## config.mk

```make
export PLATFORM = sky130hd
export DESIGN_NAME = gpio_dual_port
export DESIGN_NICKNAME = d
export VERILOG_FILES = /design/src/rtl/gpio_dual_port.sv
export SDC_FILE = /design/constraint.sdc
export NUM_CORES = 1
export LEC_CHECK = 0
export CORE_AREA = 2 2 133 135
export DETAILED_ROUTE_END_ITERATION = 12
export DIE_AREA = 0 0 135 137
export MAX_ROUTING_LAYER = met4
export PLACE_DENSITY = 0.82
export SLEW_MARGIN = 15
export SYNTH_ARGS = -nofsm -noshare
export SYNTH_HDL_FRONTEND = slang
export SYNTH_SLANG_ARGS = --single-unit
```

## constraint.sdc

```tcl
create_clock -name clk -period 3.24 [get_ports clk]
set_input_delay 0.648 -clock clk [delete_from_list [all_inputs] [get_ports clk]]
set_output_delay 0.648 -clock clk [all_outputs]
set_load 0.02 [all_outputs]
```

## src/rtl/gpio_dual_port.sv

```systemverilog
module gpio_dual_port #(
  parameter int PINS     = 16,
  parameter int WATCHERS = 4
) (
  input  logic                       clk,
  input  logic                       rst_n,
  input  logic                       bus_wr,
  input  logic                       bus_wide,
  input  logic [1:0]                 bus_addr,
  input  logic [2*PINS-1:0]          bus_wdata,
  output logic [2*PINS-1:0]          bus_rdata,
  input  logic [PINS-1:0]            per_dir_a,
  input  logic [PINS-1:0]            per_out_a,
  input  logic [PINS-1:0]            per_dir_b,
  input  logic [PINS-1:0]            per_out_b,
  input  logic [WATCHERS-1:0]        watch_en,
  input  logic [WATCHERS*PINS-1:0]   trig_a,
  input  logic [WATCHERS*PINS-1:0]   trig_b,
  output logic [PINS-1:0]            lines_a,
  output logic [PINS-1:0]            lines_b,
  output logic [WATCHERS-1:0]        notify
);
  localparam int CW = 2 * PINS;

  logic [CW-1:0]   ctrl_a, ctrl_b, nxt_ctrl_a, nxt_ctrl_b;
  logic [PINS-1:0] data_a, data_b, nxt_data_a, nxt_data_b;
  logic [PINS-1:0] new_a, new_b, chg_a, chg_b;
  logic [WATCHERS-1:0] hit;

  function automatic logic [PINS-1:0] resolve(input logic [CW-1:0] c, input logic [PINS-1:0] d,
                                               input logic [PINS-1:0] pd, input logic [PINS-1:0] po);
    logic [PINS-1:0] r;
    for (int n = 0; n < PINS; n++)
      r[n] = (c[2*n] & d[n]) | (pd[n] & po[n]) | (~(c[2*n] | pd[n]) & c[2*n+1]);
    return r;
  endfunction

  wire wr_ca = bus_wr &  bus_wide & (bus_addr == 2'd0);
  wire wr_da = bus_wr & ~bus_wide & (bus_addr == 2'd1);
  wire wr_cb = bus_wr &  bus_wide & (bus_addr == 2'd2);
  wire wr_db = bus_wr & ~bus_wide & (bus_addr == 2'd3);

  assign nxt_ctrl_a = wr_ca ? bus_wdata : ctrl_a;
  assign nxt_ctrl_b = wr_cb ? bus_wdata : ctrl_b;
  assign nxt_data_a = wr_da ? bus_wdata[PINS-1:0] : data_a;
  assign nxt_data_b = wr_db ? bus_wdata[PINS-1:0] : data_b;

  assign lines_a = resolve(ctrl_a, data_a, per_dir_a, per_out_a);
  assign lines_b = resolve(ctrl_b, data_b, per_dir_b, per_out_b);
  assign new_a   = resolve(nxt_ctrl_a, nxt_data_a, per_dir_a, per_out_a);
  assign new_b   = resolve(nxt_ctrl_b, nxt_data_b, per_dir_b, per_out_b);
  assign chg_a   = (wr_ca | wr_da) ? (new_a ^ lines_a) : '0;
  assign chg_b   = (wr_cb | wr_db) ? (new_b ^ lines_b) : '0;

  for (genvar w = 0; w < WATCHERS; w++) begin : g_watch
    assign hit[w] = watch_en[w] & ((|(trig_a[w*PINS +: PINS] & chg_a)) |
                                   (|(trig_b[w*PINS +: PINS] & chg_b)));

    notify_enabled_chk: assert property (@(posedge clk) disable iff (!rst_n)
      notify[w] |-> $past(watch_en[w]));
  end

  always_ff @(posedge clk) begin
    if (!rst_n) begin
      ctrl_a <= '0;
      ctrl_b <= '0;
      data_a <= '0;
      data_b <= '0;
      notify <= '0;
    end else begin
      ctrl_a <= nxt_ctrl_a;
      ctrl_b <= nxt_ctrl_b;
      data_a <= nxt_data_a;
      data_b <= nxt_data_b;
      notify <= hit;
    end
  end

  always_comb begin
    case (bus_addr)
      2'd0:    bus_rdata = ctrl_a;
      2'd1:    bus_rdata = {{PINS{1'b0}}, lines_a};
      2'd2:    bus_rdata = ctrl_b;
      default: bus_rdata = {{PINS{1'b0}}, lines_b};
    endcase
  end


  notify_after_write_chk: assert property (@(posedge clk) disable iff (!rst_n)
    (|notify) |-> $past(bus_wr));


  idle_quiet_chk: assert property (@(posedge clk) disable iff (!rst_n)
    !bus_wr |=> (notify == '0));


  ctrl_width_chk: assert property (@(posedge clk) disable iff (!rst_n)
    (bus_wr && !bus_wide && !bus_addr[0]) |=> ($stable(ctrl_a) && $stable(ctrl_b)));


  data_width_chk: assert property (@(posedge clk) disable iff (!rst_n)
    (bus_wr && bus_wide && bus_addr[0]) |=> ($stable(data_a) && $stable(data_b)));
endmodule

```

==> results of run 1 <==
[metal layers]
layer,routed length [um],part of all wire,up-vias
met5,0,0,-
met4,2181,0.063,0
met3,3667,0.11,145
met2,16570,0.48,598
met1,12430,0.36,4436
li1,-,-,4212
[power by group through the flow]
stage	Sequential [uW]	Clock (uW)	Combinational (uW)
6_report	1280	1240	1330
5_1_grt	1280	1290	1390
4_1_cts	1280	1240	1290
3_5_place_dp	1310	0	1280
3_3_place_gp	1310	0	1270
2_1_floorplan	1300	0	496
[registers in the layout (all words and copies together) (netlist names)]
| register | cells |
|---|---|
| data_b | 16 |
| data_a | 16 |
| ctrl_b | 32 |
| ctrl_a | 32 |
| notify | 4 |
[cell usage in the layout (no fill, tap or decap), drive strengths merged, types with 4 or more instances in the layout]
cell           netlist  layout
a2111oi             13      13
a21boi              34      34
a221o               18      18
a221oi              15      15
a22oi               32      32
buf                 20     196
clkbuf              22       9
clkdlybuf4s50        0     279
dfxtp              100     100
diode                0       4
dlygate4sd2          0      14
inv                 19      19
mux2i              130     130
mux4                16      16
nand2              226     226
nand3b              16      16
nand4               12      12
nor2                17      17
nor2b               70      70
nor3b               34      34
o2111a              18      18
o2111ai             12      12
o311a                4       4
or2                  5       5
or4b                14      14
xnor2               12      12
xor2                13      13
[logic make-up after synthesis]
logic type | after synthesis | synth area share
XOR/XNOR | 25 | 0.02886
AO/OA/AOI/OAI | 150 | 0.1753
buffers and inverters | 61 | 0.03958
AND/OR/NAND/NOR | 404 | 0.2714
multiplexers | 147 | 0.2210
flip-flops | 100 | 0.2639
[worst max-delay path: cells and delay by family]
family,cells,cell delay (ns)
compound gates,1,0.23
buf+inv,3,1.04
mux,1,0.51
simple gates,1,0.11
[layout make-up]
type                            count  area [sq um]  area share
Multi-Input combinational cell    726          5429      0.4293
Timing Repair Buffer              494          4524      0.3578
Sequential cell                   100          2002      0.1583
Tap cell                          225         281.5     0.02226
Clock buffer                        9         225.2     0.01781
Clock inverter                      5         102.6    0.008113
Inverter                           19         71.32    0.005640
Antenna cell                        4         10.01   0.0007915
[path summary, 6_finish.rpt]
check | slack [ns] | end | start
min | 0.48 | ctrl_b[27]$_SDFF_PN0_ | ctrl_b[27]$_SDFF_PN0_
max | 0.05 | bus_rdata[4] | per_dir_b[4]
min reg2reg | 0.48 | ctrl_b[27]$_SDFF_PN0_ | ctrl_b[27]$_SDFF_PN0_
max reg2reg | 0.76 | notify[2]$_SDFF_PN0_ | ctrl_b[8]$_SDFF_PN0_
[stage by stage]
step | area [sq um] | TNS [ns] | hold slack [ns] | setup WS [ns]
2_1_floorplan | 7587 | 0 | 0.4485 | 0.2846
3_3_place_gp | 12130 | -3.507 | 0.4638 | -0.5820
3_5_place_dp | 12130 | -3.975 | 0.4742 | -0.6845
4_1_cts | 12480 | 0 | 0.4846 | 0.01701
5_1_grt | 12640 | 0 | 0.5156 | 0.003207
6_report | 12650 | 0 | 0.4793 | 0.04703
[what timing repair did]
item,in CTS,in global routing
hold buffers,0,0
buffers inserted,0,9
setup endpoints to repair,18,14
pin swaps,1,3
resized for setup,25,23
gates cloned,0,0
==> metrics, run 1 <==
status=complete, no violations; Antenna Nets Post-Route=0; achievable frequency=313.2 MHz; Synth area leader=dfxtp_1; GRT met1 Usage=0.4082; Logic pwr share=0.345; Max FO, Critical Path=4; worst rel slew slack=0.3800; EDFF count, synth=0; Sw Ratio=0.2935; worst hold path type=flop to flop; sw power=1130 uW; most common cell in the netlist=nand2_1; internal power=2719 uW; min cycle time layout=3.193 ns; FFs w/ async S/R, synth=0; dpl cells=about 1.6k; Pre-Repair DR Iteration Count=6; Pwr Total=3849 uW; final setup fails=0; CTS Buf Count=9; GRT Total Usage=0.3761; PwrDens=304.4 nW/um^2; clock power share=0.322; DRC=0; CP cell instances=clkdlybuf4s50_1 -> nor3b_1 -> a221oi_2 -> inv_1 -> mux4_2 -> dlygate4sd2_1; number of global-route vias before repair=9,177; final hold violations=0; count of non-filler cells in the finished layout=1,582; CTS sink cnt=100; CTS max path bufs=2; largest cells by area after synthesis=dfxtp_1, mux2i_1, nand2_1, nor2b_1, mux4_2; chip width=~140 um; CP startpoint kind=primary input; share of cells above drive strength 1=0.1959; critical path capture point type=output port; H-tree lvl count=3; DP HPWL=between 20,000 and 30,000 um; share of the synthesized area in the top cell type=0.2639; max incr delay on CP=0.58 ns; GR peak layer=met2; Final Util=0.7414; #FFs+latches synth=100; I/O Pins=a little over 300; Main synth FF type=dfxtp_1; Port Buffer Count=301; VDD IR max=0.0002944 V; CTS tree=built; nets=~1.6k; distinct cell type count after synthesis=43; global route overflow=0; GRT met2 Usage=0.6241; Starting Density=0.4448; routed vias=9,391; Mean Syn Cell Area=8.554 sq um; layout filler cell count=1,279; Reg clk slew, reported paths=roughly 0.070 ns; GP Congestion=~1.0; Post-Synthesis Cells=887; clk_lat worst skew=around 0.36 ns; Worst-Margin Slew=0.9300 ns; hold depth=2; Final Skew=0.008280 ns; CP Class=primary input to output port; Cell Area, Synth=7587 sq um; core area=17,060 sq um; synth warn=0; crit share post-route=0.9855; CTS Root Cell=clkbuf_16; final wirelength=34,840 um; largest net degree at the start of global routing=101; static leakage power=0.005229 uW; MaxCap Viol Count=0; RSZ-0062 raised after global routing=no; max-slew violations=0; row count=48; Post-synth top cells=nand2_1, mux2i_1, dfxtp_1; Die ar.=18,500 sq um; first-pass GRT wire length=50,800 um; WP data required=roughly 2.6 ns; post-synth net total=approximately 1.1k; post-DR wirelength/cell=22.02 um; Vias per Instance=5.936; Crit path arrival time=between 2 and 3 ns; slowest cell on the critical path=clkdlybuf4s50_1; initial DRC count=around 840; sequential cell fraction of total power=0.333; area growth from synthesis to layout=66.67%; initial antenna violation count=3; register area share after synthesis=0.2639; cells on worst reg2reg path=10; Die Y=around 140 um; M3 GR Usage=0.09889
Note: power is estimated with default switching activity, not from simulation.
==> inputs of run 2 (changes only) <==
--- a/config.mk
+++ b/config.mk
@@ -10,6 +10,7 @@
 export DIE_AREA = 0 0 135 137
 export MAX_ROUTING_LAYER = met4
 export PLACE_DENSITY = 0.82
+export RECOVER_POWER = 50
 export SLEW_MARGIN = 15
 export SYNTH_ARGS = -nofsm -noshare
 export SYNTH_HDL_FRONTEND = slang
==> run 2 against run 1 <==
Worst hold slack better by 0.0012 ns; critical endpoint is now bus_rdata[3]; setup slack better by 0.0049 ns; largest cell class unchanged; wire length rose by 0.23%; first-iteration DRC count fell by 3.9%; die area stayed put; power down 0.10%; count of clock-buffer cells in the layout did not move; register-to-register slack better by 0.03 ns; non-clock buffer count unchanged; sequential power hardly changed.
==> metrics, run 2 (synthesized netlist as in run 1, its figures left out) <==
status=complete, no violations (unchanged); min cycle time layout=3.188 ns (was 3.193 ns); slowest cell on the critical path=clkdlybuf4s50_1 (unchanged); CTS max path bufs=2 (unchanged); worst hold path type=flop to flop (unchanged); I/O Pins=302 (unchanged); kind of cell adding the most delay to the critical path=buffers and inverters (unchanged); reg2reg setup slack=0.79 ns (was 0.76 ns); initial antenna violation count=3 (unchanged); Hold Path Sink=ctrl_b[27]$_SDFF_PN0_ (unchanged); worst rel slew slack=0.4003 (was 0.3800); routed vias=9,402 (was 9,391); CTS Buf Count=9 (unchanged); Final Skew=0.004205 ns (was 0.008280 ns); final setup fails=0 (unchanged); layout filler cell count=1,292 (was 1,279); global route overflow=0 (unchanged); CP Buf/Inv Count=3 (unchanged); number of global-route vias before repair=9,177 (unchanged); cts hold-fix bufs=0 (unchanged); cells on worst reg2reg path=10 (unchanged); nets=1,584 (unchanged); CP startpoint kind=primary input (unchanged); GRT Total Usage=0.3761 (unchanged); static leakage power=0.005199 uW (was 0.005229 uW); MaxCap Viol Count=0 (unchanged); max-slew violations=0 (unchanged); count of non-filler cells in the finished layout=1,582 (unchanged); critical path capture point type=output port (unchanged); Setup TNS=0 ns (unchanged); DRC=0 (unchanged); RSZ-0062 raised after global routing=no (unchanged); VDD IR max=0.0002845 V (was 0.0002944 V); Pwr Total=3845 uW (was 3849 uW); final wirelength=34,920 um (was 34,840 um); CP cell instances=clkdlybuf4s50_1 -> nor3b_1 -> a221oi_2 -> inv_1 -> mux4_2 -> dlygate4sd2_1 (unchanged); Antenna Nets Post-Route=0 (unchanged); achievable frequency=313.7 MHz (was 313.2 MHz); dpl cells=1,555 (unchanged); max incr delay on CP=0.55 ns (was 0.58 ns); crit share post-route=0.9840 (was 0.9855); chip width=135 um (unchanged); row count=48 (unchanged); CTS tree=built (unchanged); Max FO, Critical Path=4 (unchanged); core area=17,060 sq um (unchanged); clk_lat worst skew=0.36 ns (about the same); Die Y=137 um (unchanged); initial DRC count=808 (was 841); area growth from synthesis to layout=66.26% (was 66.67%); CP Class=primary input to output port (unchanged); Reg clk slew, reported paths=0.07 ns (about the same); CTS Root Cell=clkbuf_16 (unchanged); largest net degree at the start of global routing=101 (unchanged); Port Buffer Count=301 (unchanged); DP HPWL=27,900 um (unchanged); most common cell after layout, fill and taps aside=clkdlybuf4s50_1 (unchanged); Pre-Repair DR Iteration Count=5 (was 6); Worst-Margin Slew=0.8995 ns (was 0.9300 ns); Vias per Instance=5.943 (was 5.936); RR Endpoint=notify[2]$_SDFF_PN0_ (unchanged); CTS sink cnt=100 (unchanged); first-pass GRT wire length=50,800 um (unchanged); GP Congestion=1.041 (unchanged); H-tree lvl count=3 (unchanged); Starting Density=0.4448 (unchanged); final hold violations=0 (unchanged); WP data required=2.59 ns (about the same); share of cells above drive strength 1=0.1885 (was 0.1959); biggest regs=ctrl_a: 32 flops, ctrl_b: 32 flops (unchanged); R2R Path Start=ctrl_b[8]$_SDFF_PN0_ (unchanged); CP Launch Point=per_dir_b[3] (was per_dir_b[4]); hold depth=2 (unchanged); Final Util=0.7396 (was 0.7414); post-DR wirelength/cell=22.07 um (was 22.02 um); Crit path arrival time=2.54 ns (about the same); Fin Hold WS=0.4805 ns (was 0.4793 ns); hold_sp=ctrl_b[27]$_SDFF_PN0_ (unchanged); most frequent cells in the layout=clkdlybuf4s50_1, nand2_1, buf_4, mux2i_1, dfxtp_1 (unchanged); PwrDens=304.8 nW/um^2 (was 304.4 nW/um^2); Die ar.=18,500 sq um (unchanged)
## run 2: changes by cell type in the layout (fill, tap and decap cells not counted), sizes merged
| cell | before | now |
|---|---|---|
| buf | 196 | 186 |
| clkbuf | 9 | 19 |
## run 2: layout make-up
class                      count  area, sq um  share of cell area
timing repair buffer         494         4494              0.3563
antenna                        4        10.01           0.0007935
clock buffer                   9        225.2             0.01785
sequential                   100         2002              0.1587
tap                          225        281.5             0.02232
multi-input combinational    726         5428              0.4303
inverter                      19        71.32            0.005654
clock inverter                 5        102.6            0.008133
## run 2: worst max-delay path by stage
stage                            to  cells past startpoint
2_1_floorplan  notify[3]$_SDFF_PN0_                     10
3_3_place_gp   notify[2]$_SDFF_PN0_                     10
3_5_place_dp   notify[2]$_SDFF_PN0_                     11
4_1_cts               bus_rdata[15]                      5
5_1_grt        notify[0]$_SDFF_PN0_                     12
6_report               bus_rdata[3]                      6
## run 2: worst min-delay path: stages, from the launching register on
cell and delay, ns:
dfxtp_1 0.32, nand2_1 0.05, a21boi_0 0.06
## run 2: metal layers
layer  vias to the layer above  global-route usage  share of wire
met4                         0              0.2188          0.061
met5                         -                   -              0
met2                       598              0.6241           0.48
met3                       144             0.09889           0.11
met1                      4447              0.4082           0.36
li1                       4213                   -              -
## run 2: repair_timing
item                       CTS  global route
buffers inserted             0             9
setup endpoints to repair   18            14
gates resized for setup     25            23
pin swaps                    1             3
## run 2: per-stage QoR
stage | setup WS [ns] | cell area, sq um
final | 0.05189 | 12610
after global routing | 0.003499 | 12610
after CTS | 0.01701 | 12480
after detailed placement | -0.6845 | 12130
after global placement | -0.5820 | 12130
after floorplan | 0.2846 | 7587
## run 2: power breakdown
| group | total [uW] | switching (uW) | internal, uW |
|---|---|---|---|
| Clock | 1240 | 492 | 746 |
| Sequential | 1280 | 26.0 | 1260 |
| Combinational | 1320 | 610 | 714 |
| Total | 3850 | 1130 | 2720 |
==> inputs of run 3 (changes only) <==
==> constraint.sdc (replaced) <==
create_clock -name clk -period 3.24 [get_ports clk]
set_input_delay 0.648 -clock clk [delete_from_list [all_inputs] [get_ports clk]]
set_output_delay 0.648 -clock clk [all_outputs]
set_load 0.1 [all_outputs]
==> run 3 against run 2 <==
Power rose by 6.4%; sequential cell count unchanged; sequential share of layout area down 0.51 points; core utilization is 2.5 points higher; non-clock buffer count down 14; combinational power increased by 30%; worst hold slack better by 0.0012 ns; global-route usage is 1.4 points higher; setup slack got worse by 0.0077 ns; critical endpoint is now notify[0]$_SDFF_PN0_; largest cell class unchanged.
==> metrics, run 3 (synthesized netlist as in run 1, its figures left out) <==
post-DR wirelength/cell=22.95 um (was 22.07 um); slowest cell on the critical path=or4b_2 (was clkdlybuf4s50_1); final hold violations=0 (unchanged); Final Skew=0.006375 ns (was 0.004205 ns); crit share post-route=0.9864 (was 0.9840); CTS sink cnt=100 (unchanged); most frequent CP cell=buf_4; GRT Total Usage=0.3897 (was 0.3761); CP cell instances=clkdlybuf4s15_1 -> nand4b_1 -> buf_4 -> or4b_2 -> o2111a_2 -> mux2i_1 -> a2111oi_2 -> buf_4 -> nand4_1 -> o311a_1 (was clkdlybuf4s50_1 -> nor3b_1 -> a221oi_2 -> inv_1 -> mux4_2 -> dlygate4sd2_1); post-route cell area=13,040 sq um (was 12,610 sq um); final setup fails=0 (unchanged); WP data required=3.48 ns (was 2.59 ns); Vias per Instance=5.997 (was 5.943); number of global-route vias before repair=9,353 (was 9,177); max-slew violations=0 (unchanged); clock power share=0.270 (was 0.322); Crit path arrival time=3.44 ns (was 2.54 ns); status=complete, no violations (unchanged); Fin Hold WS=0.4817 ns (was 0.4805 ns); final wirelength=35,900 um (was 34,920 um); RSZ-0062 raised after global routing=no (unchanged); Reg clk slew, reported paths=0.07 ns (about the same); max incr delay on CP=0.62 ns (was 0.55 ns); DRC=0 (unchanged); PwrDens=313.9 nW/um^2 (was 304.8 nW/um^2); GP Congestion=0.9761 (was 1.041); routed vias=9,380 (was 9,402); dpl cells=1,547 (was 1,555); sequential cell fraction of total power=0.314 (was 0.334); count of non-filler cells in the finished layout=1,564 (was 1,582); DP HPWL=28,570 um (was 27,900 um); static leakage power=0.005290 uW (was 0.005199 uW); Worst-Margin Slew=1.202 ns (was 0.8995 ns); I/O Pins=302 (unchanged); internal power=2682 uW (was 2717 uW); VDD IR max=0.0002656 V (was 0.0002845 V); global route overflow=0 (unchanged); CP Class=primary input to flop (was primary input to output port); max layer used=met4 (unchanged); area growth from synthesis to layout=71.82% (was 66.26%); Logic pwr share=0.417 (was 0.345); initial DRC count=958 (was 808); CTS tree=built (unchanged); most frequent cells in the layout=clkdlybuf4s50_1, nand2_1, buf_4, mux2i_1, dfxtp_1 (unchanged); cts hold-fix bufs=0 (unchanged); most common cell after layout, fill and taps aside=clkdlybuf4s50_1 (unchanged); Die Y=137 um (unchanged); Metal-1 WL=13,010 um (was 12,460 um); CP startpoint kind=primary input (unchanged); Starting Density=0.4448 (unchanged); first-pass GRT wire length=53,050 um (was 50,800 um); initial antenna violation count=0 (was 3); nets=1,570 (was 1,584); kind of cell adding the most delay to the critical path=compound AO/OA/AOI/OAI gates (was buffers and inverters); chip width=135 um (unchanged); Port Buffer Count=301 (unchanged); MaxCap Viol Count=0 (unchanged); biggest regs=ctrl_a: 32 flops, ctrl_b: 32 flops (unchanged); Sw Ratio=0.3445 (was 0.2935); Die ar.=18,500 sq um (unchanged); Post-DP Area=12,660 sq um (was 12,130 sq um); Antenna Nets Post-Route=0 (unchanged); sw power=1410 uW (was 1129 uW); H-tree lvl count=3 (unchanged); share of cells above drive strength 1=0.2412 (was 0.1885); largest net degree at the start of global routing=61 (was 101); Routed met3 length=3749 um (was 3681 um); Pre-Repair DR Iteration Count=7 (was 5); CTS Root Cell=clkbuf_16 (unchanged); core area=17,060 sq um (unchanged); worst rel slew slack=0.2019 (was 0.4003); metal2 WL=17,040 um (was 16,650 um); row count=48 (unchanged); critical path capture point type=flop (was output port); antenna cells=0 (was 4); CTS Buf Count=9 (unchanged); layout filler cell count=1,227 (was 1,292); min cycle time layout=3.196 ns (was 3.188 ns); achievable frequency=312.9 MHz (was 313.7 MHz); clk_lat worst skew=0.35 ns (was 0.36 ns); CP Buf/Inv Count=3 (unchanged); CTS max path bufs=2 (unchanged); worst hold path type=flop to flop (unchanged); Max FO, Critical Path=6 (was 4)
run 3: cell count changes in the layout (fill, tap and decap cells not counted), sizes merged:
cell	change
diode	-4
clkdlybuf4s50	-51
buf	+48
clkinvlp	-1
clkdlybuf4s15	-1
dlygate4sd2	-13
bufinv	-2
dlymetal6s2s	-3
clkbuf	+9
run 3: worst min-delay path, cell delays in order, from the launching register on:
cell and delay, ns:
dfxtp_1 0.32, nand2_1 0.05, a21boi_0 0.06
run 3: area by class of cell:
| cell class | instances | area (sq um) | area share |
|---|---|---|---|
| Timing Repair Buffer | 480 | 4965 | 0.3808 |
| Inverter | 19 | 71.32 | 0.005471 |
| Sequential cell | 100 | 2002 | 0.1536 |
| Clock inverter | 2 | 35.03 | 0.002687 |
| Tap cell | 225 | 281.5 | 0.02160 |
| Clock buffer | 12 | 256.5 | 0.01968 |
| Multi-Input combinational cell | 726 | 5425 | 0.4162 |
run 3: through the flow:
step                      utilization  setup slack, ns  setup TNS, ns  power (uW)
after CTS                      0.7646          0.04853              0        4066
final                          0.7643          0.04415              0        4092
after global placement         0.7424          -0.8097         -2.229        2950
after detailed placement       0.7424          -0.8522         -2.718        2961
after global routing           0.7643          0.01783              0        4202
after floorplan                     -          0.03022              0        2065
run 3: layer usage:
layer / track usage / vias to the layer above
li1: - / 4179
met1: 0.4368 / 4413
met2: 0.6562 / 642
met3: 0.08778 / 146
met4: 0.1950 / 0
met5: - / -
run 3: worst paths after layout:
check,startpoint,to,slack [ns],cells past startpoint
max,bus_wide,notify[0]$_SDFF_PN0_,0.04,10
min,ctrl_a[17]$_SDFF_PN0_,ctrl_a[17]$_SDFF_PN0_,0.48,2
max reg2reg,ctrl_b[7]$_SDFF_PN0_,notify[0]$_SDFF_PN0_,0.76,8
min reg2reg,ctrl_a[17]$_SDFF_PN0_,ctrl_a[17]$_SDFF_PN0_,0.48,2
run 3: timing repair:
item,in CTS,in global routing
setup buffers,2,1
gates resized for setup,26,7
endpoints found under the setup margin,5,7
pin swaps,7,2
endpoints found under the hold margin,0,0
run 3: power groups by stage:
| stage | registers [uW] | clock network [uW] | logic, uW |
|---|---|---|---|
| final | 1280 | 1100 | 1710 |
| after global routing | 1280 | 1150 | 1760 |
| after CTS | 1280 | 1100 | 1680 |
| after detailed placement | 1310 | 0 | 1650 |
| after global placement | 1310 | 0 | 1640 |
| after floorplan | 1320 | 0 | 746 |
